File: config.mk
export PLATFORM = sky130hd
export DESIGN_NAME = disp_addr_gen
export DESIGN_NICKNAME = d
export VERILOG_FILES = /design/src/rtl/disp_addr_pkg.sv /design/src/rtl/dpa_cmd_decode.sv /design/src/rtl/dpa_offset_reg.sv /design/src/rtl/dpa_addr_map.sv /design/src/rtl/disp_addr_gen.sv
export SDC_FILE = /design/constraint.sdc
export NUM_CORES = 1
export LEC_CHECK = 0
export BUFFER_PORTS_ARGS = -buffer_cell sky130_fd_sc_hd__buf_4
export CAP_MARGIN = 20
export CORE_MARGIN = 1
export CORE_UTILIZATION = 35
export CTS_CLUSTER_DIAMETER = 40
export CTS_CLUSTER_SIZE = 16
export DETAILED_ROUTE_END_ITERATION = 16
export GPL_ROUTABILITY_DRIVEN = 1
export SETUP_SLACK_MARGIN = 0.3
export SLEW_MARGIN = 20
export SYNTH_ARGS = -nofsm -noshare
export SYNTH_HDL_FRONTEND = slang
export SYNTH_SLANG_ARGS = --single-unit
File: constraint.sdc
create_clock -name clk -period 5 [get_ports clk]
set_clock_uncertainty 0.2 [all_clocks]
set_input_delay 0.5 -clock clk [delete_from_list [all_inputs] [get_ports clk]]
set_output_delay 0.5 -clock clk [all_outputs]
set_load 0.005 [all_outputs]
File: src/rtl/disp_addr_pkg.sv
package disp_addr_pkg;

    // Decoded offset operation for one cycle, in priority order of decode
    typedef enum logic [2:0] {
        OP_HOLD  = 3'd0,
        OP_LEFT  = 3'd1,
        OP_RIGHT = 3'd2,
        OP_HOME  = 3'd3,
        OP_MODE  = 3'd4
    } shift_op_e;

endpackage

File: src/rtl/dpa_cmd_decode.sv
module dpa_cmd_decode
    import disp_addr_pkg::*;
(
    input  logic      mode_in,
    input  logic      mode_q,
    input  logic      shift_left,
    input  logic      shift_right,
    input  logic      go_home,
    output shift_op_e op
);

    // Mode change first, then home, then a single shift; opposing shifts cancel
    always_comb begin
        op = OP_HOLD;
        if (mode_in != mode_q) begin
            op = OP_MODE;
        end else if (go_home) begin
            op = OP_HOME;
        end else if (shift_left && !shift_right) begin
            op = OP_LEFT;
        end else if (shift_right && !shift_left) begin
            op = OP_RIGHT;
        end
    end

endmodule

File: src/rtl/dpa_offset_reg.sv
module dpa_offset_reg
    import disp_addr_pkg::*;
#(
    parameter int ONE_SPAN = 80,
    parameter int TWO_SPAN = 40,
    parameter int OW       = $clog2(ONE_SPAN)
) (
    input  logic          clk,
    input  logic          rst_n,
    input  shift_op_e     op,
    input  logic          mode_in,
    output logic          mode_q,
    output logic [OW-1:0] offset_q
);

    localparam logic [OW-1:0] ONE_TOP = OW'(ONE_SPAN - 1);
    localparam logic [OW-1:0] TWO_TOP = OW'(TWO_SPAN - 1);

    typedef struct packed {
        logic          mode;
        logic [OW-1:0] offset;
    } ofs_state_t;

    ofs_state_t st_d, st_q;
    logic [OW-1:0] top_w;

    always_comb begin
        st_d  = st_q;
        top_w = st_q.mode ? TWO_TOP : ONE_TOP;
        unique case (op)
            OP_MODE: begin
                st_d.mode   = mode_in;
                st_d.offset = '0;
            end
            OP_HOME: st_d.offset = '0;
            OP_LEFT: st_d.offset = (st_q.offset == top_w) ? '0 : st_q.offset + 1'b1;
            OP_RIGHT: st_d.offset = (st_q.offset == '0) ? top_w : st_q.offset - 1'b1;
            default: st_d = st_q;
        endcase
    end

    always_ff @(posedge clk or negedge rst_n) begin
        if (!rst_n) begin
            st_q <= '0;
        end else begin
            st_q <= st_d;
        end
    end

    assign mode_q   = st_q.mode;
    assign offset_q = st_q.offset;

endmodule

File: src/rtl/dpa_addr_map.sv
module dpa_addr_map #(
    parameter int ONE_SPAN   = 80,
    parameter int TWO_SPAN   = 40,
    parameter int LINE2_BASE = 64,
    parameter int OW         = 7,
    parameter int DW         = 5,
    parameter int AW         = 7
) (
    input  logic          mode,
    input  logic [OW-1:0] offset,
    input  logic [DW-1:0] digit,
    input  logic          line,
    output logic [AW-1:0] addr
);

    localparam int SW = AW + 1;
    localparam logic [SW-1:0] ONE_S  = SW'(ONE_SPAN);
    localparam logic [SW-1:0] TWO_S  = SW'(TWO_SPAN);
    localparam logic [AW-1:0] BASE_A = AW'(LINE2_BASE);
    // A power-of-two base at or above the window size lets an OR replace the add
    localparam bit BASE_ALIGNED = ((LINE2_BASE & (LINE2_BASE - 1)) == 0) && (LINE2_BASE >= TWO_SPAN);

    logic [SW-1:0] sum_w;
    logic [SW-1:0] span_w;
    logic [SW-1:0] wrap_w;
    logic [AW-1:0] local_w;

    always_comb begin
        sum_w   = SW'(offset) + SW'(digit);
        span_w  = mode ? TWO_S : ONE_S;
        wrap_w  = (sum_w >= span_w) ? (sum_w - span_w) : sum_w;
        local_w = wrap_w[AW-1:0];
    end

    generate
        if (BASE_ALIGNED) begin : g_or_base
            assign addr = (mode && line) ? (local_w | BASE_A) : local_w;
        end else begin : g_add_base
            assign addr = (mode && line) ? (local_w + BASE_A) : local_w;
        end
    endgenerate

endmodule

File: src/rtl/disp_addr_gen.sv
module disp_addr_gen
    import disp_addr_pkg::*;
#(
    parameter int DIGITS     = 20,
    parameter int ONE_SPAN   = 80,
    parameter int TWO_SPAN   = 40,
    parameter int LINE2_BASE = 64,
    localparam int DW = $clog2(DIGITS),
    localparam int OW = $clog2(ONE_SPAN),
    localparam int AW = $clog2((LINE2_BASE + TWO_SPAN > ONE_SPAN) ? (LINE2_BASE + TWO_SPAN) : ONE_SPAN)
) (
    input  logic          clk,
    input  logic          rst_n,
    input  logic          two_line_mode,
    input  logic          shift_left,
    input  logic          shift_right,
    input  logic          go_home,
    input  logic          req_valid,
    input  logic [DW-1:0] req_digit,
    input  logic          req_line,
    output logic          addr_valid,
    output logic [AW-1:0] addr
);

    typedef struct packed {
        logic          valid;
        logic [AW-1:0] addr;
    } out_state_t;

    shift_op_e     op_w;
    logic          mode_q;
    logic [OW-1:0] offset_q;
    logic [AW-1:0] map_addr_w;
    logic          digit_ok_w;
    out_state_t    out_d, out_q;

    dpa_cmd_decode u_decode (
        .mode_in     (two_line_mode),
        .mode_q      (mode_q),
        .shift_left  (shift_left),
        .shift_right (shift_right),
        .go_home     (go_home),
        .op          (op_w)
    );

    dpa_offset_reg #(
        .ONE_SPAN (ONE_SPAN),
        .TWO_SPAN (TWO_SPAN),
        .OW       (OW)
    ) u_offset (
        .clk      (clk),
        .rst_n    (rst_n),
        .op       (op_w),
        .mode_in  (two_line_mode),
        .mode_q   (mode_q),
        .offset_q (offset_q)
    );

    dpa_addr_map #(
        .ONE_SPAN   (ONE_SPAN),
        .TWO_SPAN   (TWO_SPAN),
        .LINE2_BASE (LINE2_BASE),
        .OW         (OW),
        .DW         (DW),
        .AW         (AW)
    ) u_map (
        .mode   (mode_q),
        .offset (offset_q),
        .digit  (req_digit),
        .line   (req_line),
        .addr   (map_addr_w)
    );

    always_comb begin
        digit_ok_w  = int'(req_digit) < DIGITS;
        out_d       = out_q;
        out_d.valid = req_valid && digit_ok_w;
        if (req_valid && digit_ok_w) begin
            out_d.addr = map_addr_w;
        end
    end

    always_ff @(posedge clk or negedge rst_n) begin
        if (!rst_n) begin
            out_q <= '0;
        end else begin
            out_q <= out_d;
        end
    end

    assign addr_valid = out_q.valid;
    assign addr       = out_q.addr;

endmodule

# Yosys cells after proc, flatten, opt, wreduce, memory -nomap -nowiden
# Cells that the tools add are included.
[classes]
addsub = 4
order_cmp = 2
n_eq_ne = 6
muxes = 11
n_reduce_logical = 9
[op_table]
columns = ["operator", "n"]
rows = [
  ["$mux 7", 6],
  ["$pmux 7 s3", 1],
  ["$mux 3", 3],
  ["$add 7x5->8", 1],
  ["$ge 8x7->1", 1],
  ["$add 7x1->7 const B", 1],
  ["$eq 7x7->1", 1],
  ["$logic_not 7->1", 1],
  ["$sub 7x1->7 const B", 1],
  ["$sub 7x7->7", 1],
  ["$eq 3x2->1 const B", 2],
  ["$lt 5x5->1 const B", 1],
  ["$logic_and 1x1->1", 4],
  ["$eq 3x1->1 const B", 1],
  ["$eq 3x3->1 const B", 1],
  ["$reduce_bool 3->1", 1],
  ["$logic_not 1->1", 2],
  ["$mux 2", 1],
  ["$reduce_or 2->1", 1],
  ["$ne 1x1->1", 1],
]
[totals]
regBits = 16
in_bits = 13
out_inout_bits = 8
wordCells = 36

# Logic depth before layout (Yosys ltp)
[depth]
word_depth = 9
mapped_depth = 11
mapped_depth_nobuf = 11

# Hierarchy
# From an unflattened synthesis, not the netlist that was laid out.
[unflattened]
cells_unflattened = 190
hier_area_um2 = 1612.8
[by_module_without_submodules]
columns = ["mod", "instances", "cells_per_inst", "area_each_um2", "seq_area_each_um2"]
rows = [
  ["dpa_offset_reg", 1, 97, 763.2, 200.2],
  ["dpa_addr_map", 1, 53, 447.9, 0.0],
  ["disp_addr_gen", 1, 34, 366.6, 200.2],
  ["dpa_cmd_decode", 1, 6, 35.0, 0.0],
]

# Worst setup path before layout
# OpenSTA, ideal clock, no wires.
[synth_path]
kind = "input to register"
start = "input req_digit[0]"
end = "register out_q (netlist bit addr[5])"
setup_ns = 0.124
arrival_ns = 2.689
t_required_ns = 4.676
slack_ns = 1.988
path_stages = 11
path_buffers = 0
path_cell_list = "ha_1 -> fa_1 -> a21oi_1 -> o21ai_0 -> xor2_1 -> ha_1 -> nand4b_1 -> nor4b_2 -> or3_1 -> nor2_1 -> a211o_1"
[synth_between]
elab_chain_cells = 4
word_cells_on_any_way = 7
cone_classes = "add/sub (2); order compare (2); mux (2); reduce/logical (1)"
[synth_lines]
columns = ["element", "line_no", "text"]
rows = [
  ["from (decl)", "disp_addr_gen.sv:19", "input logic [DW-1:0] req_digit,"],
  ["$add 7x5->8", "dpa_addr_map.sv:29", "sum_w = SW'(offset) + SW'(digit);"],
  ["$sub 7x7->7 / $ge 8x7->1 (equally long branches)", "dpa_addr_map.sv:31", "wrap_w = (sum_w >= span_w) ? (sum_w - span_w) : sum_w;"],
  ["$mux 7", "dpa_addr_map.sv:31", ""],
  ["$mux 7", "dpa_addr_map.sv:37", "assign addr = (mode && line) ? (local_w | BASE_A) : local_w;"],
  ["to (signal assigned)", "disp_addr_gen.sv:87", "out_q <= out_d;"],
  ["to (decl)", "disp_addr_gen.sv:35", "out_state_t out_d, out_q;"],
]
# Parallel ways exist; a longest one is shown, timed or not.
# A chain may end at the register's enable or synchronous reset.

# Final worst setup path
[layout_path]
start = "register u_offset.st_q (netlist bit u_offset.offset_q[2])"
end = "register out_q (netlist bit addr[3])"
[layout_between]
elab_chain_cells = 4
word_cells_on_any_way = 5
cone_classes = "add/sub (2); order compare (1); mux (2)"
[layout_lines]
columns = ["element", "line_no", "text"]
rows = [
  ["from (decl)", "dpa_offset_reg.sv:24", "ofs_state_t st_d, st_q;"],
  ["from (signal assigned)", "dpa_offset_reg.sv:46", "st_q <= st_d;"],
  ["$add 7x5->8 *", "dpa_addr_map.sv:29", ""],
  ["$sub 7x7->7 / $ge 8x7->1 (equally long branches)", "dpa_addr_map.sv:31", ""],
  ["$mux 7 *", "dpa_addr_map.sv:31", ""],
  ["$mux 7 *", "dpa_addr_map.sv:37", ""],
]
# Every way passes the cells marked *; elsewhere a longest branch is shown, timed or not.

==> results by group <==
CTS
  • Postcts setup bufs: 0
  • CTS max path bufs: 2
  • H-tree Lvls: 1
  • CTS tree: yes
  • Total CTS buffers: 3
  • Clk pin slew, worst setup/hold paths: 0.07 ns
  • Clock latency on the worst-skew pair: 0.25 ns
  • Root Driver: clkbuf_8
  • CTS resizes: 0
  • Clk sinks: 16

Timing
  • Final Setup Violations: 0
  • Worst relative slew slack: 0.547
  • Setup TNS: 0 ns
  • Final-report hold violation count: 0
  • Slew Viols, Final: 0
  • Final worst path period share: 0.667
  • RSZ-0062 raised after global routing: false
  • Tmin final: 3.33 ns
  • F_max: 300 MHz
  • Worst-margin pin slew: 0.674 ns
  • Final setup margin: 1.67 ns

Power
  • Power per cell area: 356 nW/µm²
  • Maximum VDD drop: 0.167 mV
  • Sw frac: 0.398
  • Int Pwr: 0.000371 W
  • Clock network power share: 0.195
  • Switching power: 0.000245 W
  • Leak: 0.764 nW
  • Combinational share of power: 0.493
  • Sequential group share of total power: 0.312

Global route
  • GRT Util Overall: 0.163
  • Number of global-route vias before repair: 1230
  • Pin count of the biggest net entering global routing: 17
  • Initial antenna violation count: 0
  • Grt total ovfl: 0
  • First-pass GRT wire length: 5620 µm

Synth
  • Synth Instances: 170
  • Seq/Total Area, Yosys: 0.267
  • Syn Std Cell Area: 1500 µm²
  • Synth cell types: 52
  • Register bit total from synthesis: 16
  • Post-Syn Nets: 197
  • Syn avg cell area: 8.83 µm²
  • Main synth FF type: dfrtp_1
  • Asr flop ratio synth: 1.00
  • Number of synthesized flops with an enable pin: 0
  • Yosys warning total: 0

Place
  • Hpwl dp: 2610 µm
  • Routability Congestion: 0.779
  • Pre-CTS WS: 1.58 ns
  • Port Buffers: 20

Detailed routing
  • Vias: 1308
  • Drt total wl: 3390 µm
  • Vias per cell: 5.47
  • 1st-iter DRT viols: 47
  • DRC errors left: 0
  • DR pass1 iterations: 4
  • Wirelength per Cell: 14.2 µm
  • Final ANT Viol Nets: 0

Finish
  • # diodes: 0
  • Fill cells: 404
  • Layout Nets: 217
  • Most frequent cells in the layout: buf_4 (20), nor2_1 (17), nand2_1 (16), dfrtp_1 (16), a21oi_1 (13)
  • Area growth, synth to finish: 15.3%
  • Most common cell after layout, fill and taps aside: buf_4
  • Layout cell share with drive strength beyond 1: 0.217

Critical path
  • Max FO, Critical Path: 11
  • Startpoint type of the worst setup path: register
  • Worst setup EP type: register
  • Worst EP required: 5.00 ns
  • Worst path arrival time: 3.33 ns
  • Type of the worst setup path: register to register

Status
  • Outcome: complete, no violations

Hold path
  • Hold Path Class: primary input to register

Die
  • Placement Rows: 23
  • DIE AREA: 4560 µm²
  • Core ar.: 4060 µm²
  • DIE WIDTH: 67.5 µm
  • Die height: 67.5 µm
  • Initial Utilization: 0.370
  • Ports: 21

Run
  • Maxcap violations: 0
[worst max-delay path, cell delays in order (launching register included)]
cell	delay, ns
dfrtp_1	0.60
ha_1	0.36
o21ai_0	0.23
o21ai_0	0.11
a21oi_1	0.19
xnor2_1	0.18
ha_1	0.33
o21ai_0	0.18
a21oi_1	0.09
or3_1	0.39
o31ai_1	0.27
o22a_1	0.16
[flip-flops by register name (all words and copies together), names as in the netlist]
register / cells
addr: 7
u_offset.offset_q: 7
addr_valid: 1
u_offset.mode_q: 1
[metal layers]
metal | global-route usage | vias to the layer above | part of all wire
li1 | - | 659 | -
met1 | 0.207 | 609 | 0.47
met2 | 0.291 | 38 | 0.47
met3 | 0.0372 | 2 | 0.051
met4 | 0.00798 | 0 | 0.0024
met5 | 0 | - | 0
[synthesized netlist by cell type (3+ instances only)]
cell type / number / share of area
xnor2_1: 6 / 0.035
inv_1: 9 / 0.022
nand3_1: 6 / 0.020
buf_2: 3 / 0.010
a21oi_1: 13 / 0.043
a31oi_1: 4 / 0.017
o21ai_0: 8 / 0.027
ha_1: 12 / 0.10
nand2_1: 16 / 0.040
nor2_1: 17 / 0.042
o211ai_1: 5 / 0.025
a211oi_1: 3 / 0.015
xor2_1: 4 / 0.023
dfrtp_1: 16 / 0.27
[repair_timing]
item,4_1_cts,5_1_grt
hold buffers,1,0
hold endpoints to repair,16,0
endpoints found under the setup margin,0,0
[kinds of logic (layout without fill, tap and decap cells)]
kind of cell             Yosys count  after routing  share of synthesized area
AND/OR/NAND/NOR                   61             61                      0.237
flip-flops                        16             16                      0.267
XOR/XNOR                          11             11                     0.0692
adder cells (fa/ha/maj)           14             14                      0.127
multiplexers                       3              3                     0.0208
AO/OA/AOI/OAI                     49             49                      0.223
buffers and inverters             16             35                     0.0567
[final cells by class]
class | count | area (µm²) | share of cell area
sequential | 16 | 400 | 0.231
tap | 50 | 62.6 | 0.0361
inverter | 10 | 37.5 | 0.0217
clock buffer | 4 | 55.1 | 0.0318
multi-input combinational | 138 | 1020 | 0.587
timing repair buffer | 21 | 160 | 0.0925
[power by group through the flow]
stage | logic (W) | clock network (W) | registers, W
2_1_floorplan | 0.000244 | 0 | 0.000178
3_3_place_gp | 0.000305 | 0 | 0.000194
3_5_place_dp | 0.000304 | 0 | 0.000194
4_1_cts | 0.000306 | 0.000123 | 0.000192
5_1_grt | 0.000343 | 0.000133 | 0.000198
6_report | 0.000304 | 0.000121 | 0.000192
[stage by stage]
step,instance area [µm²],util,instances,total power (W),hold slack (ns)
after floorplan,1500,-,170,0.000422,0.00441
after global placement,1670,0.411,234,0.000499,0.183
after detailed placement,1670,0.411,234,0.000498,0.181
after CTS,1730,0.427,239,0.000620,0.202
after global routing,1730,0.427,239,0.000674,0.193
final,1730,0.427,239,0.000617,0.207
[worst paths after layout]
check	end	cells after the start	slack, ns	startpoint
min in group asynchronous	addr[6]	2	0.44	rst_n
max in group asynchronous	u_offset.mode_q	2	3.97	rst_n
min reg2reg	addr[1]	2	0.28	addr[1]
max reg2reg	addr[3]	11	1.67	u_offset.offset_q[2]
min	u_offset.mode_q	1	0.21	two_line_mode
max	addr[3]	11	1.67	u_offset.offset_q[2]
(Power assumes the default switching activity.)
